--- src/rtl/vm_pkg.sv ---
package vm_pkg;
  typedef struct packed {
    logic load;
    logic step;
  } vmStrobe_t;

  typedef enum logic [1:0] {ST_IDLE, ST_RUN, ST_FIN} vmState_t;
endpackage

--- src/rtl/vm_ctrl.sv ---
module vm_ctrl
  import vm_pkg::*;
(
  input  logic       clk,
  input  logic       rstN,
  input  logic       start,
  input  logic       lenZero,
  input  logic       isLast,
  output vmStrobe_t  strobe,
  output logic       busy,
  output logic       done
);
  vmState_t state, stateNext;

  always_comb begin
    stateNext = state;
    case (state)
      ST_IDLE: if (start) stateNext = lenZero ? ST_FIN : ST_RUN;
      ST_RUN:  if (isLast) stateNext = ST_FIN;
      ST_FIN:  stateNext = ST_IDLE;
      default: stateNext = ST_IDLE;
    endcase
  end

  always_ff @(posedge clk or negedge rstN) begin
    if (!rstN) state <= ST_IDLE;
    else       state <= stateNext;
  end

  always_comb begin
    strobe.load = (state == ST_IDLE) && start;
    strobe.step = (state == ST_RUN);
    busy        = (state != ST_IDLE);
    done        = (state == ST_FIN);
  end
endmodule

--- src/rtl/vm_datapath.sv ---
module vm_datapath
  import vm_pkg::*;
#(
  parameter int ELEM_W  = 64,
  parameter int MAX_LEN = 64,
  parameter int REG_W   = 4,
  localparam int IDX_W  = $clog2(MAX_LEN),
  localparam int LEN_W  = $clog2(MAX_LEN + 1)
) (
  input  logic               clk,
  input  logic               rstN,
  input  vmStrobe_t          strobe,
  input  logic [LEN_W-1:0]   vecLen,
  input  logic [MAX_LEN-1:0] maskBits,
  input  logic               polarity,
  input  logic               scalarMode,
  input  logic [ELEM_W-1:0]  scalarVal,
  input  logic [REG_W-1:0]   srcARegSel,
  input  logic [REG_W-1:0]   srcBRegSel,
  input  logic [REG_W-1:0]   dstRegSel,
  input  logic [ELEM_W-1:0]  rdDataA,
  input  logic [ELEM_W-1:0]  rdDataB,
  output logic               lenZero,
  output logic               isLast,
  output logic [IDX_W-1:0]   rdElemIdx,
  output logic [REG_W-1:0]   rdRegA,
  output logic [REG_W-1:0]   rdRegB,
  output logic               wrEn,
  output logic [REG_W-1:0]   wrReg,
  output logic [IDX_W-1:0]   wrElemIdx,
  output logic [ELEM_W-1:0]  wrData
);
  logic [LEN_W-1:0]   lenQ, lenClamped;
  logic [MAX_LEN-1:0] maskQ;
  logic               polQ, scalModeQ;
  logic [ELEM_W-1:0]  scalQ;
  logic [REG_W-1:0]   regAQ, regBQ, regCQ;
  logic [IDX_W-1:0]   idxQ;
  logic               pickFirst;

  assign lenClamped = (vecLen > LEN_W'(MAX_LEN)) ? LEN_W'(MAX_LEN) : vecLen;
  assign lenZero    = (vecLen == '0);

  always_ff @(posedge clk or negedge rstN) begin
    if (!rstN) begin
      lenQ      <= '0;
      maskQ     <= '0;
      polQ      <= 1'b0;
      scalModeQ <= 1'b0;
      scalQ     <= '0;
      regAQ     <= '0;
      regBQ     <= '0;
      regCQ     <= '0;
      idxQ      <= '0;
    end else if (strobe.load) begin
      lenQ      <= lenClamped;
      maskQ     <= maskBits;
      polQ      <= polarity;
      scalModeQ <= scalarMode;
      scalQ     <= scalarVal;
      regAQ     <= srcARegSel;
      regBQ     <= srcBRegSel;
      regCQ     <= dstRegSel;
      idxQ      <= '0;
    end else if (strobe.step) begin
      idxQ <= idxQ + IDX_W'(1);
    end
  end

  assign isLast    = (({1'b0, idxQ} + LEN_W'(1)) == lenQ);
  assign pickFirst = (maskQ[idxQ] == polQ);

  assign rdElemIdx = idxQ;
  assign rdRegA    = regAQ;
  assign rdRegB    = regBQ;
  assign wrEn      = strobe.step;
  assign wrReg     = regCQ;
  assign wrElemIdx = idxQ;
  assign wrData    = pickFirst ? (scalModeQ ? scalQ : rdDataA) : rdDataB;
endmodule

--- src/rtl/vec_merge_seq.sv ---
module vec_merge_seq
  import vm_pkg::*;
#(
  parameter int ELEM_W  = 64,
  parameter int MAX_LEN = 64,
  parameter int REG_W   = 4,
  localparam int IDX_W  = $clog2(MAX_LEN),
  localparam int LEN_W  = $clog2(MAX_LEN + 1)
) (
  input  logic               clk,
  input  logic               rstN,
  input  logic               start,
  input  logic [LEN_W-1:0]   vecLen,
  input  logic [MAX_LEN-1:0] maskBits,
  input  logic               polarity,
  input  logic               scalarMode,
  input  logic [ELEM_W-1:0]  scalarVal,
  input  logic [REG_W-1:0]   srcARegSel,
  input  logic [REG_W-1:0]   srcBRegSel,
  input  logic [REG_W-1:0]   dstRegSel,
  output logic               busy,
  output logic               done,
  output logic [IDX_W-1:0]   rdElemIdx,
  output logic [REG_W-1:0]   rdRegA,
  output logic [REG_W-1:0]   rdRegB,
  input  logic [ELEM_W-1:0]  rdDataA,
  input  logic [ELEM_W-1:0]  rdDataB,
  output logic               wrEn,
  output logic [REG_W-1:0]   wrReg,
  output logic [IDX_W-1:0]   wrElemIdx,
  output logic [ELEM_W-1:0]  wrData
);
  vmStrobe_t strobe;
  logic      lenZero, isLast;

  vm_ctrl u_ctrl (
    .clk(clk), .rstN(rstN), .start(start), .lenZero(lenZero), .isLast(isLast),
    .strobe(strobe), .busy(busy), .done(done)
  );

  vm_datapath #(.ELEM_W(ELEM_W), .MAX_LEN(MAX_LEN), .REG_W(REG_W)) u_dp (
    .clk(clk), .rstN(rstN), .strobe(strobe), .vecLen(vecLen), .maskBits(maskBits),
    .polarity(polarity), .scalarMode(scalarMode), .scalarVal(scalarVal),
    .srcARegSel(srcARegSel), .srcBRegSel(srcBRegSel), .dstRegSel(dstRegSel),
    .rdDataA(rdDataA), .rdDataB(rdDataB), .lenZero(lenZero), .isLast(isLast),
    .rdElemIdx(rdElemIdx), .rdRegA(rdRegA), .rdRegB(rdRegB), .wrEn(wrEn),
    .wrReg(wrReg), .wrElemIdx(wrElemIdx), .wrData(wrData)
  );
endmodule

--- config.mk ---
export PLATFORM = sky130hd
export DESIGN_NAME = vec_merge_seq
export DESIGN_NICKNAME = d
export VERILOG_FILES = /design/src/rtl/vm_pkg.sv /design/src/rtl/vm_ctrl.sv /design/src/rtl/vm_datapath.sv /design/src/rtl/vec_merge_seq.sv
export SDC_FILE = /design/constraint.sdc
export NUM_CORES = 1
export LEC_CHECK = 0
export BUFFER_PORTS_ARGS = -buffer_cell sky130_fd_sc_hd__buf_2
export CORE_AREA = 3 3 144 146
export CTS_CLUSTER_DIAMETER = 50
export DETAILED_ROUTE_END_ITERATION = 6
export DIE_AREA = 0 0 147 149
export PLACE_DENSITY = 0.76
export SKIP_LAST_GASP = 1
export SLEW_MARGIN = 5
export SYNTH_ARGS = -nofsm -noshare
export SYNTH_HDL_FRONTEND = slang
export SYNTH_SLANG_ARGS = --single-unit
--- constraint.sdc ---
create_clock -name clk -period 3.9 [get_ports clk]
set_input_delay 0.39 -clock clk [delete_from_list [all_inputs] [get_ports clk]]
set_output_delay 0.39 -clock clk [all_outputs]
set_load 0.005 [all_outputs]
# == Word level (Yosys, flattened, before mapping) ==
# Cells that the tools add are included.
# totals
reg_bits,157
inputBits,280
out_inout_bits,91
elab_cells,37
# classes
add_sub_neg,2
magnitude_cmp,2
eq_ne,6
muxes,11
reduce_logical,6
# op_table
operator,n
$mux 64,2
$mux 6,2
$add 6x1->7 const B,1
$eq 7x7->1,1
$gt 7x7->1 const B,1
$logic_not 7->1,1
$lt 6x7->1 const B,1
$mux 7,1
$add 6x1->6 const B,1
$bmux 1 s6,1
$mux 2,3
$pmux 2 s2,1
$reduce_bool 2->1,2
$eq 2x1->1 const B,1
$eq 2x2->1 const B,1
$logic_not 2->1,1
$ne 2x1->1 const B,1
$ne 2x2->1 const B,1
$reduce_and 2->1,1
$eq 1x1->1,1
$logic_and 1x1->1,1
$mux 1,1

# == Longest topological paths before layout ==
# logic_depth
ltp_word,4
depth_mapped,10
ltp_nobuf,8

# == Hierarchy ==
# Synthesis repeated with hierarchy kept, for this count alone.
# hier_totals
hier_cells,597
area_unflattened_um2,8272.9
# by_module_without_submodules
mod,instances,cells_per_inst,area_per_inst_um2,seq_area_each_um2
vm_datapath,1,586,8161.6,3878.7
vm_ctrl,1,11,111.4,50.0

# == Least setup slack after synthesis ==
# No wires, ideal clock.
# synth_timing
kind,register to output
startpoint,register u_dp.idxQ[0] (netlist: u_dp.rdElemIdx[0])
endpoint,output port wrData[10]
t_arrival_ns,2.782
required_time_ns,3.510
setup_slack_ns,0.728
path_stages_with_launch,10
path_buffers,3
path_cell_list,dfrtp_1 -> buf_2 -> buf_2 -> mux4_2 -> a22oi_1 -> a31oi_1 -> o22ai_2 -> xor2_4 -> buf_6 -> mux2_1
# synth_between
elab_chain_len,4
# synth_lines
item,line,rtl
from (decl),vm_datapath.sv:38,logic [IDX_W-1:0] idxQ;
from (signal assigned),vm_datapath.sv:66,idxQ <= idxQ + IDX_W'(1);
$bmux 1 s6,vm_datapath.sv:71,assign pickFirst = (maskQ[idxQ] == polQ);
$mux 1 (implied by the code),vm_datapath.sv:71,
$eq 1x1->1,vm_datapath.sv:71,
$mux 64,vm_datapath.sv:79,assign wrData = pickFirst ? (scalModeQ ? scalQ : rdDataA) : rdDataB;
to (decl),vec_merge_seq.sv:31,output logic [ELEM_W-1:0] wrData
# No other way between the ends. The select of a mux whose other input is x is not followed.

# == Final worst setup path ==
# layout_timing
startpoint,register u_dp.idxQ[0] (netlist: u_dp.rdElemIdx[0])
endpoint,output port wrData[2]
# The elaborated chain is that of the path after synthesis.

==> reports/results.txt <==
storage element area - 3930 um2
Routed met2 length - 12,900 um
vias in the first global route - 7,290
antenna viol nets, final - 0
IO buf count - 370
Hold Crit Class - input port to async pin
final net count - 1,521
CP Max Fanout - 21
Total Wirelength - 26,100 um
drt via density - 4.85
width of the die - 147 um
Synth Area in Simple Gates - 22.6%
Final Hold Vio Count - 0
number of fill cells in the layout - 1,788
most common cell after layout, fill and taps aside - nand2_1
DRC viols - 0
Die Area - 21,900 um2
CTS Sinks - 157
Global Route Usage Sum - 22.7%
pwr/cell area - 891 nW/um2
CTS tree - yes
multi-input logic area - 4010 um2
XOR/XNOR Fraction of Synth Area - 1.18%
router iterations before antenna repair - 4
Setup crit start kind - flop
WL/cell - 17.2 um
Max Clock Freq - 0.267 GHz
Tcrit/Tclk final - 96.2%
Pleak - 5.93 nW
worst skew pair latency - 0.42 ns
layout cell share with drive strength beyond 1 - 40.5%
initial antenna violation count - 4
highest metal used - met5
synth unique cells - 38
fin crit period - 3.75 ns
Rows - 51
Post-Synth Adder-Cell Area - 0.152%
syn_area_per_cell - 9.24 um2
Final GP Congestion - 0.854
largest cells by area after synthesis - dfrtp_1 48%, nand2_1 20%, mux2_2 9.4%
Reg clk slew, reported paths - 0.07 ns
number of enable flip-flop cells after synthesis - 0
CTS Hold Buffers Added - 0
CP arrival - 3.36 ns
Max Transition Viols Final - 0
# IOs - 371
grt ovf - 0
CTS H-Tree Depth - 4
worst slack at placement - 0.346 ns
Post-Synthesis Cells - 893
via count - 7,379
clk root buf - clkbuf_16
P&R area growth vs syn - 32.6%
status - finished clean
Yosys top cell by area - dfrtp_1
Critical Path Sink Type - primary output
post-synthesis sequential area ratio - 47.6%
global-route wire length before repair - 39,200 um
total core area - 19,500 um2
Post-Syn Nets - 1,174
dominant synthesized flop cell - dfrtp_1
top-area cell type share of the netlist area - 47.6%
Max Clock Skew - 0.00634 ns
most frequent cells in the layout - 448 x nand2_1, 369 x buf_2, 155 x dfrtp_1
routed length on met3 - 1620 um
Tot Pwr - 9.75 mW
Die Ht - 149 um
main combinational cell family by area after synthesis - simple AND/OR/NAND/NOR gates
Post-Syn Area - 8250 um2
Starting Density - 42.2%
DP Wirelength - 19,500 um
worst-margin pin slew - 0.844 ns
final setup vio count - 0
CP required - 3.51 ns
Max-cap violations - 0
met1 wire length - 11,000 um
worst setup path class - flop to primary output
Num CTS Buffers - 17
worst vdd ir - 431 uV
maximum clock path buffer count - 2
ys async rst share - 100%
largest net degree at the start of global routing - 84
flops & latches, synth - 157
mux contribution to synthesized area - 21.9%
Synth Warn # - 0
Worst slew margin - 43.7%
Worst Slack Setup Final - 0.149 ns
1st-iter DRT viols - 364
post-synthesis compound-gate area fraction - 2.65%
==> report_power, final <==
group          switching, mW  internal [mW]
registers              0.551           2.38
logic                   2.55           2.66
clock network          0.741          0.860
total                   3.84           5.91
==> cell type report <==
cell class	count	share of cell area [%]
multi-input combinational	669	36.6
sequential	157	35.9
timing repair buffer	389	18.9
clock buffer	19	4.05
tap	265	3.03
clock inverter	13	1.15
inverter	6	0.206
antenna	3	0.0686
==> kinds of logic (layout without fill, tap and decap cells) <==
| logic type | after synthesis | count (layout) |
|---|---|---|
| AOI/OAI and AO/OA | 29 | 29 |
| xor gates and xnor gates | 9 | 9 |
| adders and majority gates | 1 | 1 |
| buffers and inverters | 67 | 427 |
| DFF | 157 | 157 |
| muxes | 149 | 149 |
| other | 0 | 3 |
| and+or+nand+nor | 481 | 481 |
==> metrics by stage <==
stage / instance area [um2] / hold slack, ns / TNS [ns] / util, % / cells
after floorplan: 8250 / 0.0944 / 0 / - / 893
after global placement: 10300 / 0.451 / 0 / 52.6 / 1480
after detailed placement: 10300 / 0.459 / 0 / 52.6 / 1480
after CTS: 10800 / 0.0488 / 0 / 55.5 / 1512
after global routing: 10900 / 0.0848 / -0.179 / 56.0 / 1521
final: 10900 / 0.0211 / 0 / 56.0 / 1521
==> routing by layer <==
metal	vias to the layer above	track usage, %
met5	-	0
met4	2	7.22
met3	34	4.77
met2	276	38.3
met1	3463	29.5
li1	3604	-
==> Yosys cell counts (4+ instances only) <==
cell and count:
xnor2_1 4, o21ai_0 4, buf_6 6, nor3_1 5
a2111oi_0 4, xor2_1 4, nor2_1 6, mux4_2 12
o22ai_1 4, nand3_1 5, buf_4 6, mux2_2 69
clkbuf_1 44, mux2_1 60, mux2i_1 8, dfrtp_1 157
inv_1 6, nand2_1 449, a22o_1 5, nand3b_1 6
==> critical path: stages, from the launching register on <==
cell and delay [ns]:
dfrtp_2 0.39, clkbuf_2 0.19, buf_4 0.20, mux4_2 0.52, a22oi_1 0.19, a31oi_1 0.14, o22ai_2 0.25, xor2_4 0.22
buf_4 0.16, clkbuf_16 0.19, mux2_2 0.35, buf_2 0.13
==> state kept, by name, indices dropped and copies added, names as in the netlist <==
register / cells
u_dp.rdElemIdx: 6
u_dp.rdRegA: 4
u_dp.wrReg: 4
u_ctrl.state: 2
u_dp.lenQ: 7
u_dp.scalQ: 64
u_dp.maskQ: 64
u_dp.scalModeQ: 1
u_dp.rdRegB: 4
u_dp.polQ: 1
==> worst paths after layout <==
path	startpoint	endpoint	slack (ns)	cells past startpoint
hold / removal	rstN	u_dp.scalQ[22]	0.02	1
min in group clk	maskBits[38]	u_dp.maskQ[38]	0.15	3
hold reg to reg	u_dp.rdRegB[0]	u_dp.rdRegB[0]	0.47	2
setup / recovery	u_dp.rdElemIdx[0]	wrData[2]	0.15	11
setup reg to reg	u_dp.rdElemIdx[1]	u_ctrl.state[1]	1.53	9
max in group asynchronous	rstN	u_dp.maskQ[0]	2.99	2
==> timing repair <==
item | 4_1_cts | 5_1_grt
buffers inserted | 0 | 5
pin swaps | 0 | 2
setup endpoints to repair | 50 | 64
endpoints found under the hold margin | 0 | 0
gates resized for setup | 1 | 6
gates cloned | 0 | 1
(Power assumes the default switching activity.)
